<file path="src/rtl/uart_frame_engine.sv">
module uart_frame_engine #(
  parameter int TX_DEPTH = 2,
  parameter int RX_DEPTH = 2
) (
  input  logic        clk,
  input  logic        rst_n,
  input  logic        tick16,
  input  logic [3:0]  cfg_len,
  input  logic [1:0]  cfg_par,
  input  logic [1:0]  cfg_stop,
  input  logic        tx_wr,
  input  logic [8:0]  tx_data,
  output logic        tx_space,
  output logic        tx_done,
  output logic        txd,
  input  logic        rxd,
  input  logic        rx_rd,
  output logic [15:0] rx_word,
  output logic        rx_valid,
  output logic        rx_ovf,
  input  logic        ovf_clr
);
  localparam int TXP = (TX_DEPTH > 1) ? $clog2(TX_DEPTH) : 1;
  localparam int TXC = $clog2(TX_DEPTH + 1);
  localparam int RXP = (RX_DEPTH > 1) ? $clog2(RX_DEPTH) : 1;
  localparam int RXC = $clog2(RX_DEPTH + 1);

  function automatic logic [3:0] data_bits(input logic [3:0] l);
    if (l < 4'd1) return 4'd4;
    if (l > 4'd6) return 4'd9;
    return l + 4'd3;
  endfunction

  // ---------------- transmit queue ----------------
  logic [8:0]     txq [TX_DEPTH];
  logic [TXP-1:0] txq_wp, txq_rp;
  logic [TXC-1:0] txq_n;
  logic           tx_busy, tx_stp, tx_push, tx_pop;

  assign tx_space = (txq_n != TXC'(TX_DEPTH));
  assign tx_push  = tx_wr && tx_space;
  assign tx_pop   = !tx_busy && (txq_n != '0);
  assign tx_done  = !tx_busy && (txq_n == '0);

  always_ff @(posedge clk) if (tx_push) txq[txq_wp] <= tx_data;

  always_ff @(posedge clk or negedge rst_n) begin
    if (!rst_n) begin
      txq_wp <= '0; txq_rp <= '0; txq_n <= '0;
    end else begin
      if (tx_push) txq_wp <= (txq_wp == TXP'(TX_DEPTH-1)) ? '0 : txq_wp + 1'b1;
      if (tx_pop)  txq_rp <= (txq_rp == TXP'(TX_DEPTH-1)) ? '0 : txq_rp + 1'b1;
      txq_n <= txq_n + TXC'(tx_push) - TXC'(tx_pop);
    end
  end

  // ---------------- transmit frame build ----------------
  logic [9:0]  head_x;
  logic [3:0]  tx_nbc, tx_fbc, tx_fb, tx_bi;
  logic        tx_pbit;
  logic [10:0] tx_next, tx_vec;
  logic [5:0]  tx_slen_c, tx_slen, tx_tc;

  assign head_x = {1'b0, txq[txq_rp]};
  assign tx_nbc = data_bits(cfg_len);
  assign tx_fbc = 4'd1 + tx_nbc + {3'b0, cfg_par[1]};

  always_comb begin
    tx_pbit = cfg_par[0];
    for (int i = 0; i < 9; i++) if (i < int'(tx_nbc)) tx_pbit ^= head_x[i];
    tx_next = '1;
    tx_next[0] = 1'b0;
    for (int i = 1; i < 11; i++) begin
      if (i <= int'(tx_nbc)) tx_next[i] = head_x[i-1];
      else if (i == int'(tx_nbc) + 1 && cfg_par[1]) tx_next[i] = tx_pbit;
    end
    case (cfg_stop)
      2'b00:   tx_slen_c = 6'd8;
      2'b01:   tx_slen_c = 6'd16;
      2'b10:   tx_slen_c = 6'd24;
      default: tx_slen_c = 6'd32;
    endcase
  end

  always_ff @(posedge clk or negedge rst_n) begin
    if (!rst_n) begin
      tx_busy <= 1'b0; tx_stp <= 1'b0; tx_bi <= '0; tx_tc <= '0;
      tx_vec <= '1; tx_fb <= '0; tx_slen <= '0;
    end else if (tx_pop) begin
      tx_busy <= 1'b1; tx_stp <= 1'b0; tx_bi <= '0; tx_tc <= '0;
      tx_vec <= tx_next; tx_fb <= tx_fbc; tx_slen <= tx_slen_c;
    end else if (tx_busy && tick16) begin
      if (!tx_stp) begin
        if (tx_tc == 6'd15) begin
          tx_tc <= '0;
          if (tx_bi == tx_fb - 4'd1) tx_stp <= 1'b1;
          else tx_bi <= tx_bi + 4'd1;
        end else tx_tc <= tx_tc + 6'd1;
      end else if (tx_tc == tx_slen - 6'd1) begin
        tx_busy <= 1'b0; tx_stp <= 1'b0; tx_tc <= '0;
      end else tx_tc <= tx_tc + 6'd1;
    end
  end

  assign txd = !tx_busy || tx_stp || tx_vec[tx_bi];

  // ---------------- receiver ----------------
  typedef enum logic [1:0] {RX_IDLE, RX_START, RX_BITS} rx_state_t;
  rx_state_t   rx_st;
  logic        rx_s1, rx_s2, rx_pen, rx_odd, rx_half, rx_pb, rx_perr, rx_push;
  logic [3:0]  rx_tc, rx_bi, rx_nb, rx_last, rx_lim;
  logic [8:0]  rx_sh;
  logic [15:0] rx_new;

  assign rx_last = rx_nb + {3'b0, rx_pen};
  assign rx_lim  = (rx_bi == rx_last && rx_half) ? 4'd11 : 4'd15;
  assign rx_perr = rx_pen && ((^rx_sh ^ rx_pb) != rx_odd);
  assign rx_new  = {~rx_s2, rx_perr, 5'b0, rx_sh};
  assign rx_push = tick16 && rx_st == RX_BITS && rx_tc == rx_lim && rx_bi == rx_last;

  always_ff @(posedge clk or negedge rst_n) begin
    if (!rst_n) begin
      rx_s1 <= 1'b1; rx_s2 <= 1'b1; rx_st <= RX_IDLE; rx_tc <= '0; rx_bi <= '0;
      rx_nb <= 4'd8; rx_pen <= 1'b0; rx_odd <= 1'b0; rx_half <= 1'b0;
      rx_sh <= '0; rx_pb <= 1'b0;
    end else begin
      rx_s1 <= rxd;
      rx_s2 <= rx_s1;
      if (tick16) begin
        case (rx_st)
          RX_IDLE: if (!rx_s2) begin
            rx_st <= RX_START; rx_tc <= '0; rx_nb <= data_bits(cfg_len);
            rx_pen <= cfg_par[1]; rx_odd <= cfg_par[0]; rx_half <= (cfg_stop == 2'b00);
            rx_sh <= '0; rx_pb <= 1'b0;
          end
          RX_START: if (rx_tc == 4'd7) begin
            rx_tc <= '0; rx_bi <= '0;
            rx_st <= rx_s2 ? RX_IDLE : RX_BITS;
          end else rx_tc <= rx_tc + 4'd1;
          default: if (rx_tc == rx_lim) begin
            rx_tc <= '0; rx_bi <= rx_bi + 4'd1;
            if (rx_bi < rx_nb) rx_sh[rx_bi] <= rx_s2;
            else if (rx_bi == rx_last) rx_st <= RX_IDLE;
            else rx_pb <= rx_s2;
          end else rx_tc <= rx_tc + 4'd1;
        endcase
      end
    end
  end

  // ---------------- receive queue ----------------
  logic [15:0]    rxq [RX_DEPTH];
  logic [RXP-1:0] rxq_wp, rxq_rp;
  logic [RXC-1:0] rxq_n;
  logic           rx_pop, rx_acc;

  assign rx_valid = (rxq_n != '0);
  assign rx_pop   = rx_rd && rx_valid;
  assign rx_acc   = rx_push && (rxq_n != RXC'(RX_DEPTH) || rx_pop);
  assign rx_word  = rx_valid ? rxq[rxq_rp] : '0;

  always_ff @(posedge clk) if (rx_acc) rxq[rxq_wp] <= rx_new;

  always_ff @(posedge clk or negedge rst_n) begin
    if (!rst_n) begin
      rxq_wp <= '0; rxq_rp <= '0; rxq_n <= '0; rx_ovf <= 1'b0;
    end else begin
      if (rx_acc) rxq_wp <= (rxq_wp == RXP'(RX_DEPTH-1)) ? '0 : rxq_wp + 1'b1;
      if (rx_pop) rxq_rp <= (rxq_rp == RXP'(RX_DEPTH-1)) ? '0 : rxq_rp + 1'b1;
      rxq_n <= rxq_n + RXC'(rx_acc) - RXC'(rx_pop);
      if (rx_push && !rx_acc) rx_ovf <= 1'b1;
      else if (ovf_clr) rx_ovf <= 1'b0;
    end
  end

  // ---------------- assertions ----------------
  p_full_holds_r9: assert property (@(posedge clk) disable iff (!rst_n)
    (!tx_space && !tx_pop) |=> !tx_space);
  p_done_line_high_r10: assert property (@(posedge clk) disable iff (!rst_n)
    tx_done |-> txd);
  p_reserved_zero_r4: assert property (@(posedge clk) disable iff (!rst_n)
    rx_valid |-> (rx_word[13:9] == 5'b0));
  p_no_overflow_r8: assert property (@(posedge clk) disable iff (!rst_n)
    (rx_push && !rx_valid) |=> (rx_valid && $stable(rx_ovf)));
  p_ovf_sets_r8: assert property (@(posedge clk) disable iff (!rst_n)
    (rx_push && rxq_n == RXC'(RX_DEPTH) && !rx_rd) |=> rx_ovf);
  p_valid_kept_r7: assert property (@(posedge clk) disable iff (!rst_n)
    (rx_valid && !rx_rd) |=> rx_valid);
endmodule

</file>
<file path="config.mk">
export PLATFORM = sky130hd
export DESIGN_NAME = uart_frame_engine
export DESIGN_NICKNAME = d
export VERILOG_FILES = /design/src/rtl/uart_frame_engine.sv
export SDC_FILE = /design/constraint.sdc
export NUM_CORES = 1
export LEC_CHECK = 0
export ABC_AREA = 0
export BUFFER_PORTS_ARGS = -buffer_cell sky130_fd_sc_hd__buf_2
export CAP_MARGIN = 30
export CORE_MARGIN = 2
export CORE_UTILIZATION = 53
export DETAILED_ROUTE_END_ITERATION = 12
export GPL_TIMING_DRIVEN = 0
export PLACE_DENSITY = 0.72
export SLEW_MARGIN = 20
export SYNTH_ARGS = -nofsm -noshare
export SYNTH_HDL_FRONTEND = slang
export SYNTH_SLANG_ARGS = --single-unit
</file>
<file path="constraint.sdc">
create_clock -name clk -period 3.4 [get_ports clk]
set_input_delay 0.17 -clock clk [delete_from_list [all_inputs] [get_ports clk]]
set_output_delay 0.17 -clock clk [all_outputs]
set_load 0.1 [all_outputs]
</file>
==> results.toml <==
[setup_path]
reg2reg_to = "rxq[1][2]"
end_kind = "register"
path_max_fanout = 11
reg2reg_slack_ps = 410
worstRegToRegCells = 8
cp_data_arrival_time_ps = 3010
crit_type = "register to register"
crit_path_cell_trace = "ha_1, ha_1, xor2_1, nor2_1, and3_1, and4_1, nand3_1, nor2_1"
cp_slowest_cell = "nor2_1"
cp_num_buf_inv = 0
r2r-start = "rx_pen"
cpLargestDelayFamily = "simple AND/OR/NAND/NOR gates"
cp-start-kind = "register"
required_ps = 3420
crit_path_max_incr_delay_ps = 720

[status]
outcome = "completed"

[route]
ant_nets = 0
first_pass_iters = 5
remaining_drc_errors = 0
avgViaCountPerCell = 5.550
vias = 4201
routed_wire_length_per_instance_um = 14.83
drt_iter0_markers = 219
drt_wl_total_um = 11230

[synth]
synth.largest_area_cell = "dfrtp_1"
syn_inst = 547
ys_async_sr_fraction = 0.6296
synth_edf_count = 40
ys_types = 63
yosysSeqAreaShare = 0.5082
synth_flop_cell = "dfrtp_1"
ys.warnings.count = 0
synth_most_common_cell = "dfrtp_1"
synth_area_per_cell_sq_um = 10.51
netlist_area_sq_um = 5747
synth.top_cells.by_count = "dfrtp_1, nor2_1, nand2_1"
synth_seq_cells = 108
synth.area.top_cells = "dfrtp_1, edfxtp_1, dfstp_2"
synthDominantCellAreaShare = 0.2351

[hold_path]
hp-start = "cfg_par[0]"
min_path_cells = 3
min_to = "rx_odd"
min_path_type = "input port to register"

[sta]
fin_tns_setup_ps = 0
period_minus_slack_ps = 2990
rsz0062_at_grt = "no"
clock_skew_ps = 9.108
final_max_slew_viol_count = 0
setup_viol = 0
finalCritPeriodShare = 0.8793
finalHoldViolCount = 0
slew_headroom = 0.4012
worst_pin_slew_ps = 894.9
max_freq_mhz = 334.5

[layout]
drive_gt1_frac = 0.1605
fin_util = 0.6039
area_delta_synth_final_pct = 12.41
final_nets = 661
insertedDiodeCount = 0

[global_route]
gr-total-overflow = 0
grt_util_all_layers = 0.2083
grt_pass1_vias = 4187
grt_pass1_wl_um = 19020
grt_max_degree = 54
grt_antenna_before_repair = 0

[clock_network]
cts_tree = "yes"
cts.sinks = 108
cts_resized = 0
cts_made_buffers = 9
cts_setup_buffers = 0
cts-hold-fix-buffers = 12
cts_root_buffer = "clkbuf_8"
path_clk_slew_ps = 100
clockBufferDepth = 2
htreeDepth = 3
insertion_delay_ps = 380

[floorplanning]
initial_core_util = 0.5372
num_rows = 38
die_h_um = 108.1
dieWidth_um = 108.1
pin_count = 45
die_area_sq_um = 11690
core_area_sq_um = 10700

[power_and_ir_drop]
power.density_nw_per_um2 = 709.3
ir_worst_vdd_v = 0.0007407
p_leak_nw = 2.722

[placement]
globalplace.congestion = 0.8658
port_buffers = 37
dpl.hpwl_um = 8093

[run]
drv_cap = 0
## tightest hold or removal path: cells and delay by family
kind	cells	cell delay, ps
and+or+nand+nor	2	110
buffers and inverters	1	130
## per-layer routing
metal,up-vias,wire (um),track usage
met1,2033,4596,0.2326
met4,0,183,0.07418
met5,-,0,0
li1,2050,-,-
met3,18,453,0.04762
met2,100,5996,0.3872
## flip-flops by register name, indices dropped and copies added, names as in the netlist, 2 cells and up
name and flops:
rx_st 2, tx_bi 4, tx_slen 3, rx_tc 4
rxq 22, rxq_n 2, tx_fb 4, rx_bi 4
tx_vec 11, tx_tc 6, rx_nb 4, txq_n 2
rx_sh 9, txq 18
## where the power goes
part	total, W	internal (W)	switching, W
combinational	0.00201	0.000619	0.00139
clock	0.000763	0.000334	0.000429
sequential	0.00181	0.00160	0.000205
## worst max path at each step
stage               startpoint         to  slack, ps  cells past startpoint
floorplan             tx_bi[0]        txd        720                      4
global placement        rx_pen  rxq[1][7]        440                      8
detailed placement      rx_pen  rxq[1][7]        360                      8
CTS                     rx_pen  rxq[1][3]        340                      8
global route            rx_pen  rxq[1][0]        150                      8
finish                  rx_pen  rxq[1][2]        410                      8
## logic make-up (layout without fill, tap and decap cells)
kind of cell / after synthesis / count (layout) / synth area share
compound gates: 121 / 121 / 0.1354
xor+xnor: 48 / 48 / 0.07577
fa+ha+maj: 26 / 26 / 0.05639
buf+inv: 59 / 125 / 0.04333
flops: 108 / 108 / 0.5082
mux: 23 / 23 / 0.04485
other cells: 1 / 5 / 0.0006525
simple gates: 161 / 161 / 0.1354
## placed cells by master (no fill, tap or decap), types with 4 or more instances in the layout
cell,n
a21bo_2,8
a21o_1,4
a21oi_1,26
a31oi_1,12
and3_1,6
buf_2,40
buf_4,7
clkbuf_1,15
clkbuf_8,9
clkinv_1,4
conb_1,5
dfrtp_1,54
dfstp_2,14
dlygate4sd3_1,12
edfxtp_1,40
ha_1,25
inv_1,32
mux2i_1,19
nand2_1,44
nand2b_1,10
nand3_1,15
nand4_1,7
nor2_1,46
nor2b_1,4
nor3_1,8
o21ai_0,42
or2_2,4
xnor2_1,37
xor2_1,9
## area by class of cell
type,count,area [sq um]
repair buffers,50,335.3
plain buffers,26,125.1
clock inverters,6,55.05
well taps,140,175.2
inverters,33,123.9
multi-input cells,384,2597
clock buffers,10,127.6
fillers,902,4238
flip-flops and latches,108,2920
## metrics by stage
stage          hold slack, ps  instance area [sq um]  worst slack, ps  cells  total power [W]
2_1_floorplan          -125.6                   5767            724.9    551         0.003447
3_3_place_gp            274.3                   6127            443.7    728         0.003768
3_5_place_dp            59.14                   6157            363.9    729         0.003842
4_1_cts                 54.61                   6460            344.3    757         0.004608
5_1_grt                 61.01                   6460            152.5    757         0.004878
6_report                60.56                   6460            410.4    757         0.004582
Note: power is estimated with default switching activity, not from simulation.
